`config.mk`:
```
export PLATFORM = sky130hd
export DESIGN_NAME = nvshadow_ctrl
export DESIGN_NICKNAME = d
export VERILOG_FILES = /design/src/rtl/nvs_pkg.sv /design/src/rtl/nvs_seq.sv /design/src/rtl/nvs_cells.sv /design/src/rtl/nvs_wear.sv /design/src/rtl/nvshadow_ctrl.sv
export SDC_FILE = /design/constraint.sdc
export NUM_CORES = 1
export LEC_CHECK = 0
export CORE_MARGIN = 2
export CORE_UTILIZATION = 45
export CTS_BUF_LIST = sky130_fd_sc_hd__clkbuf_4 sky130_fd_sc_hd__clkbuf_8
export DETAILED_ROUTE_END_ITERATION = 7
export PLACE_DENSITY_LB_ADDON = 0.25
export SLEW_MARGIN = 20
export SYNTH_ARGS = -nofsm -noshare
export SYNTH_HDL_FRONTEND = slang
export SYNTH_SLANG_ARGS = --single-unit
```
`constraint.sdc`:
```
create_clock -name clk -period 2.2 [get_ports clk]
set_input_delay 0.55 -clock clk [delete_from_list [all_inputs] [get_ports clk]]
set_output_delay 0.55 -clock clk [all_outputs]
set_load 0.005 [all_outputs]
```
`src/rtl/nvs_pkg.sv`:
```
package nvs_pkg;
   typedef enum logic [1:0] {
      NVS_OFF    = 2'd0,
      NVS_RECALL = 2'd1,
      NVS_READY  = 2'd2,
      NVS_STORE  = 2'd3
   } nvs_state_e;
endpackage

```
`src/rtl/nvs_seq.sv`:
```
module nvs_seq
   import nvs_pkg::*;
#(
   parameter int XFER_CYCLES = 16
) (
   input  logic clk,
   input  logic rst_n,
   input  logic supply_ok,
   input  logic sw_store,
   input  logic sw_recall,
   input  logic wr_fire,
   output logic ready,
   output logic busy,
   output logic done,
   output logic dirty,
   output logic nv_load,
   output logic ram_load
);
   localparam int CW = $clog2(XFER_CYCLES);
   localparam logic [CW-1:0] LAST = CW'(XFER_CYCLES - 1);

   nvs_state_e state_q;
   logic [CW-1:0] cnt_q;
   logic auto_q;
   logic dirty_q;
   logic last;

   assign last  = (cnt_q == LAST);
   assign ready = (state_q == NVS_READY);
   assign busy  = (state_q == NVS_STORE) || (state_q == NVS_RECALL);
   assign done  = busy && last;
   assign dirty = dirty_q;
   assign nv_load  = (state_q == NVS_STORE) && last;
   assign ram_load = (state_q == NVS_RECALL) && last;

   always_ff @(posedge clk or negedge rst_n) begin
      if (!rst_n) begin
         state_q <= NVS_OFF;
         cnt_q   <= '0;
         auto_q  <= 1'b0;
         dirty_q <= 1'b0;
      end else begin
         case (state_q)
            NVS_OFF: begin
               if (supply_ok) begin
                  state_q <= NVS_RECALL;
                  cnt_q   <= '0;
               end
            end
            NVS_READY: begin
               if (wr_fire) dirty_q <= 1'b1;
               if (!supply_ok) begin
                  if (dirty_q || wr_fire) begin
                     state_q <= NVS_STORE;
                     auto_q  <= 1'b1;
                     cnt_q   <= '0;
                  end else begin
                     state_q <= NVS_OFF;
                  end
               end else if (sw_store) begin
                  state_q <= NVS_STORE;
                  auto_q  <= 1'b0;
                  cnt_q   <= '0;
               end else if (sw_recall) begin
                  state_q <= NVS_RECALL;
                  cnt_q   <= '0;
               end
            end
            default: begin
               if (last) begin
                  cnt_q   <= '0;
                  dirty_q <= 1'b0;
                  state_q <= (state_q == NVS_STORE && auto_q) ? NVS_OFF : NVS_READY;
               end else begin
                  cnt_q <= cnt_q + 1'b1;
               end
            end
         endcase
      end
   end
endmodule

```
`src/rtl/nvs_cells.sv`:
```
module nvs_cells #(
   parameter int ADDR_W = 4,
   parameter int DATA_W = 8
) (
   input  logic              clk,
   input  logic              rst_n,
   input  logic              wr_fire,
   input  logic [ADDR_W-1:0] addr,
   input  logic [DATA_W-1:0] wdata,
   input  logic              nv_load,
   input  logic              ram_load,
   output logic [DATA_W-1:0] rd_byte
);
   localparam int DEPTH = 1 << ADDR_W;

   logic [DEPTH*DATA_W-1:0] ram_flat;

   for (genvar i = 0; i < DEPTH; i++) begin : g_cell
      logic [DATA_W-1:0] vol_q;
      logic [DATA_W-1:0] shd_q;

      always_ff @(posedge clk or negedge rst_n) begin
         if (!rst_n) begin
            vol_q <= '0;
            shd_q <= '0;
         end else begin
            if (ram_load)
               vol_q <= shd_q;
            else if (wr_fire && (addr == ADDR_W'(i)))
               vol_q <= wdata;
            if (nv_load)
               shd_q <= vol_q;
         end
      end

      assign ram_flat[i*DATA_W +: DATA_W] = vol_q;
   end

   assign rd_byte = ram_flat[addr*DATA_W +: DATA_W];
endmodule

```
`src/rtl/nvs_wear.sv`:
```
module nvs_wear #(
   parameter int STORE_LIMIT = 200000
) (
   input  logic clk,
   input  logic rst_n,
   input  logic bump,
   output logic [$clog2(STORE_LIMIT+1)-1:0] count,
   output logic worn
);
   localparam int SW = $clog2(STORE_LIMIT + 1);
   localparam logic [SW-1:0] LIM = SW'(STORE_LIMIT);

   logic [SW-1:0] cnt_q;

   always_ff @(posedge clk or negedge rst_n) begin
      if (!rst_n)
         cnt_q <= '0;
      else if (bump && (cnt_q != LIM))
         cnt_q <= cnt_q + 1'b1;
   end

   assign count = cnt_q;
   assign worn  = (cnt_q == LIM);
endmodule

```
`src/rtl/nvshadow_ctrl.sv`:
```
module nvshadow_ctrl #(
   parameter int ADDR_W      = 4,
   parameter int DATA_W      = 8,
   parameter int XFER_CYCLES = 16,
   parameter int STORE_LIMIT = 200000
) (
   input  logic                               clk,
   input  logic                               rst_n,
   input  logic                               supply_ok,
   input  logic                               sw_store,
   input  logic                               sw_recall,
   input  logic                               host_en,
   input  logic                               host_we,
   input  logic [ADDR_W-1:0]                  host_addr,
   input  logic [DATA_W-1:0]                  host_wdata,
   output logic [DATA_W-1:0]                  host_rdata,
   output logic                               host_err,
   output logic                               ready,
   output logic                               busy,
   output logic                               done,
   output logic                               dirty,
   output logic [$clog2(STORE_LIMIT+1)-1:0]   store_count,
   output logic                               wear_out
);
   if (ADDR_W < 1 || ADDR_W > 10) begin : g_bad_addr
      $error("nvshadow_ctrl: ADDR_W out of range");
   end
   if (DATA_W < 1) begin : g_bad_data
      $error("nvshadow_ctrl: DATA_W must be positive");
   end
   if (XFER_CYCLES < 2) begin : g_bad_xfer
      $error("nvshadow_ctrl: XFER_CYCLES must be at least 2");
   end
   if (STORE_LIMIT < 1) begin : g_bad_lim
      $error("nvshadow_ctrl: STORE_LIMIT must be positive");
   end

   logic wr_fire;
   logic rd_fire;
   logic nv_load;
   logic ram_load;
   logic [DATA_W-1:0] rd_byte;

   assign wr_fire    = host_en && host_we && ready;
   assign rd_fire    = host_en && !host_we && ready;
   assign host_err   = host_en && !ready;
   assign host_rdata = rd_fire ? rd_byte : '0;

   nvs_seq #(.XFER_CYCLES(XFER_CYCLES)) u_seq (
      .clk      (clk),
      .rst_n    (rst_n),
      .supply_ok(supply_ok),
      .sw_store (sw_store),
      .sw_recall(sw_recall),
      .wr_fire  (wr_fire),
      .ready    (ready),
      .busy     (busy),
      .done     (done),
      .dirty    (dirty),
      .nv_load  (nv_load),
      .ram_load (ram_load)
   );

   nvs_cells #(.ADDR_W(ADDR_W), .DATA_W(DATA_W)) u_cells (
      .clk     (clk),
      .rst_n   (rst_n),
      .wr_fire (wr_fire),
      .addr    (host_addr),
      .wdata   (host_wdata),
      .nv_load (nv_load),
      .ram_load(ram_load),
      .rd_byte (rd_byte)
   );

   nvs_wear #(.STORE_LIMIT(STORE_LIMIT)) u_wear (
      .clk  (clk),
      .rst_n(rst_n),
      .bump (nv_load),
      .count(store_count),
      .worn (wear_out)
   );
endmodule

```
==> impl_metrics.prom <==
# TYPE chip_impl_metric gauge
chip_impl_metric{name="nets_in_the_synthesized_netlist",unit=""} 1345
chip_impl_metric{name="multi_input_comb_area",unit="mm^2"} 0.005888
chip_impl_metric{name="clock-skew-final",unit="ns"} 0.02814
chip_impl_info{name="root_buffer",value="clkbuf_8"} 1
chip_impl_metric{name="synthCells",unit=""} 1323
chip_impl_metric{name="setup_ws",unit="ns"} -0.4263
chip_impl_metric{name="initial_core_util",unit="%"} 45.66
chip_impl_metric{name="detail_route.first_pass.iterations",unit=""} 6
chip_impl_metric{name="postRouteAntennaNets",unit=""} 0
chip_impl_metric{name="grt_remaining_overflow",unit=""} 0
chip_impl_metric{name="layout-drive-gt1-share",unit="%"} 23.75
chip_impl_info{name="tritoncts",value="built"} 1
chip_impl_metric{name="async_reset_ff_share",unit="%"} 100.0
chip_impl_metric{name="worst-endpoint-required",unit="ns"} 1.65
chip_impl_info{name="critPathLaunchType",value="register"} 1
chip_impl_metric{name="num_antenna_cells",unit=""} 0
chip_impl_metric{name="finish.net_count",unit=""} 1568
chip_impl_metric{name="syn-cell-area",unit="mm^2"} 0.01307
chip_impl_info{name="violations_in_the_final_reports",value="setup timing"} 1
chip_impl_metric{name="die_outline_width",unit="um"} 174.4
chip_impl_metric{name="wl_per_cell",unit="um"} 17.70
chip_impl_metric{name="ys_ff_latch",unit=""} 282
chip_impl_info{name="outcome",value="finished, violations left"} 1
chip_impl_metric{name="clock.fmax",unit="MHz"} 380.8
chip_impl_metric{name="viasPerCell",unit=""} 5.240
chip_impl_info{name="worst_hold_path_type",value="input pin to asynchronous set/reset pin"} 1
chip_impl_metric{name="max_slew.worst_pin.slew",unit="ns"} 0.4380
chip_impl_metric{name="worst_setup_hold_path_clk_slew",unit="ns"} 0.06
chip_impl_metric{name="placement.io_buffers",unit=""} 50
chip_impl_metric{name="finalHoldViolations",unit=""} 0
chip_impl_metric{name="worstPathArrival",unit="ns"} 2.08
chip_impl_metric{name="relSlewSlack",unit="%"} 70.80
chip_impl_metric{name="cts_max_level",unit=""} 2
chip_impl_metric{name="floorplan.core_area",unit="mm^2"} 0.02863
chip_impl_metric{name="final.period_utilization",unit="%"} 119.4
chip_impl_metric{name="post_synth_num_cell_types",unit=""} 44
chip_impl_metric{name="fin_setup_tns",unit="ns"} -2.718
chip_impl_metric{name="timing.critical_path.fanout_max",unit=""} 2
chip_impl_metric{name="synth.top_cell.area_share",unit="%"} 53.99
chip_impl_metric{name="fin_util",unit="%"} 58.78
chip_impl_metric{name="area_delta_synth_final",unit="%"} 28.73
chip_impl_metric{name="nFillCells",unit=""} 2344
chip_impl_metric{name="report.final.setup_viol",unit=""} 9
chip_impl_metric{name="power.leakage",unit="nW"} 8.359
chip_impl_metric{name="drc_errors",unit=""} 0
chip_impl_metric{name="vias",unit=""} 10290
chip_impl_metric{name="hold_slack",unit="ns"} 0.4729
chip_impl_metric{name="vdd_drop_max",unit="uV"} 660.0
chip_impl_info{name="grt_setup_unrepaired",value="true"} 1
chip_impl_metric{name="synth_warnings",unit=""} 0
chip_impl_metric{name="grt_pass1_wl",unit="um"} 56220
chip_impl_metric{name="finalMaxSlewViolations",unit=""} 0
chip_impl_metric{name="maxCapViolations",unit=""} 0
chip_impl_metric{name="grt_util_overall",unit="%"} 23.44
chip_impl_metric{name="pin_count",unit=""} 51
chip_impl_metric{name="row_count",unit=""} 62
chip_impl_metric{name="synth.avg_cell_area",unit="um^2"} 9.880
chip_impl_metric{name="numCtsBuffers",unit=""} 47
chip_impl_info{name="synthDominantAreaCellType",value="dfrtp_1"} 1
chip_impl_metric{name="grt_max_degree",unit=""} 95
chip_impl_metric{name="power.density_cell_area",unit="mW/mm^2"} 1100
chip_impl_metric{name="drtIter0Drc",unit=""} 853
chip_impl_metric{name="ff_latch_area",unit="mm^2"} 0.007057
chip_impl_metric{name="synth.yosys.seq_area_share",unit="%"} 53.99
chip_impl_info{name="most_common_cell_after_layout_fill_and_taps_aside",value="nand2_1"} 1
chip_impl_info{name="yosys_most_used_dff",value="dfrtp_1"} 1
chip_impl_metric{name="clock_tree.buffer_depth",unit=""} 3
chip_impl_metric{name="chipHeight",unit="um"} 174.4
chip_impl_metric{name="synth-edff-count",unit=""} 0
chip_impl_metric{name="grt_pass1_vias",unit=""} 10130
chip_impl_info{name="worst-setup-path-type",value="register to output port"} 1
chip_impl_metric{name="wirelength",unit="um"} 34750
chip_impl_info{name="mostFrequentLayoutCells",value="nand2_1, dfrtp_1, buf_4"} 1
chip_impl_metric{name="cts_num_sinks",unit=""} 282
chip_impl_info{name="cp-end-kind",value="output port"} 1
chip_impl_metric{name="dieArea",unit="mm^2"} 0.03043
chip_impl_info{name="area_contributors_post_synth",value="dfrtp_1, nand2_1, mux2i_1, mux4_2, a21oi_1"} 1
chip_impl_metric{name="dpl_worst_slack",unit="ns"} -0.7312
chip_impl_metric{name="post-route-min-period",unit="ns"} 2.626
chip_impl_metric{name="worstSkewPairLatency",unit="ns"} 0.57
chip_impl_metric{name="gp_routability_congestion",unit=""} 0.8332
chip_impl_metric{name="grt_antenna_before_repair",unit=""} 0
chip_impl_metric{name="hpwlAfterDp",unit="um"} 22580
[metrics by stage]
| step | power [W] | std cells | instance area (um^2) |
|---|---|---|---|
| finish | 0.01851 | 1963 | 16830 |
| global route | 0.01968 | 1963 | 16830 |
| CTS | 0.01849 | 1958 | 16720 |
| detailed placement | 0.01319 | 1860 | 15410 |
| global placement | 0.01297 | 1860 | 15410 |
| floorplan | 0.01093 | 1323 | 13080 |
[worst max-delay path, cell delays in order (launching register included)]
cell and delay (ns):
dfrtp_1 0.38, or4b_4 0.55, nor4_4 0.29, and2_4 0.21
buf_6 0.09
[routing by layer]
metal	wire, um	vias up	track usage (%)
met5	0	-	0
met4	882	0	7.178
met3	1794	60	3.981
met2	16520	263	37.55
met1	15560	5082	32.84
li1	-	4881	-
[state kept, by name, indices dropped and copies added, names as in the netlist]
name and flops:
u_cells.g_cell.shd_q 128, u_cells.g_cell.vol_q 128, u_seq.auto_q 1, u_seq.cnt_q 4, u_seq.dirty 1, u_seq.state_q 2
u_wear.count 18
[path summary, 6_finish.rpt]
| check | start | to | slack [ns] | cells after the start |
|---|---|---|---|---|
| setup / recovery | u_wear.count[15]$_DFFE_PN0P_ | wear_out | -0.43 | 4 |
| hold / removal | rst_n | u_wear.count[16]$_DFFE_PN0P_ | 0.47 | 2 |
| setup reg to reg | u_seq.cnt_q[0]$_DFFE_PN0P_ | u_cells.g_cell[6].vol_q[6]$_DFFE_PN0P_ | 0.31 | 9 |
| hold reg to reg | u_cells.g_cell[7].shd_q[4]$_DFFE_PN0P_ | u_cells.g_cell[7].shd_q[4]$_DFFE_PN0P_ | 0.47 | 2 |
| max in group asynchronous | rst_n | u_cells.g_cell[6].vol_q[4]$_DFFE_PN0P_ | 1.05 | 3 |
| min in group clk | u_cells.g_cell[7].shd_q[4]$_DFFE_PN0P_ | u_cells.g_cell[7].shd_q[4]$_DFFE_PN0P_ | 0.47 | 2 |
[logic make-up after synthesis]
group,Yosys count,synth area share (%)
flops,282,53.99
xor+xnor,16,1.072
buf+inv,91,3.159
fa+ha+maj,3,0.2872
simple gates,600,18.73
compound gates,154,6.145
mux,177,16.62
[cell type report]
class	instances	share of cell area [%]
Clock buffer	77	5.629
Clock inverter	5	0.2974
Inverter	8	0.1933
Multi-Input combinational cell	950	34.99
Sequential cell	282	41.94
Tap cell	384	2.855
Timing Repair Buffer	257	14.09
[Yosys cell counts, drive strengths merged (7+ instances only)]
master	count
mux2i	145
nor2	138
inv	8
xor2	8
o22ai	9
o21ai	7
a21oi	133
nor3	8
buf	57
dfrtp	282
mux4	32
xnor2	8
nand2	407
clkbuf	26
nand3	14
[power by group]
part	switching [W]	internal [W]
registers	0.00141	0.00716
clock network	0.00211	0.00282
logic	0.00232	0.00269
[repair_timing]
action                                  CTS  global route
endpoints found under the hold margin    31             0
resized for setup                        86            14
hold buffers                              1             0
pin swaps                                12             8
endpoints found under the setup margin   12            12
setup buffers                            18             5
No activity file was read; power rests on OpenSTA's default activity.
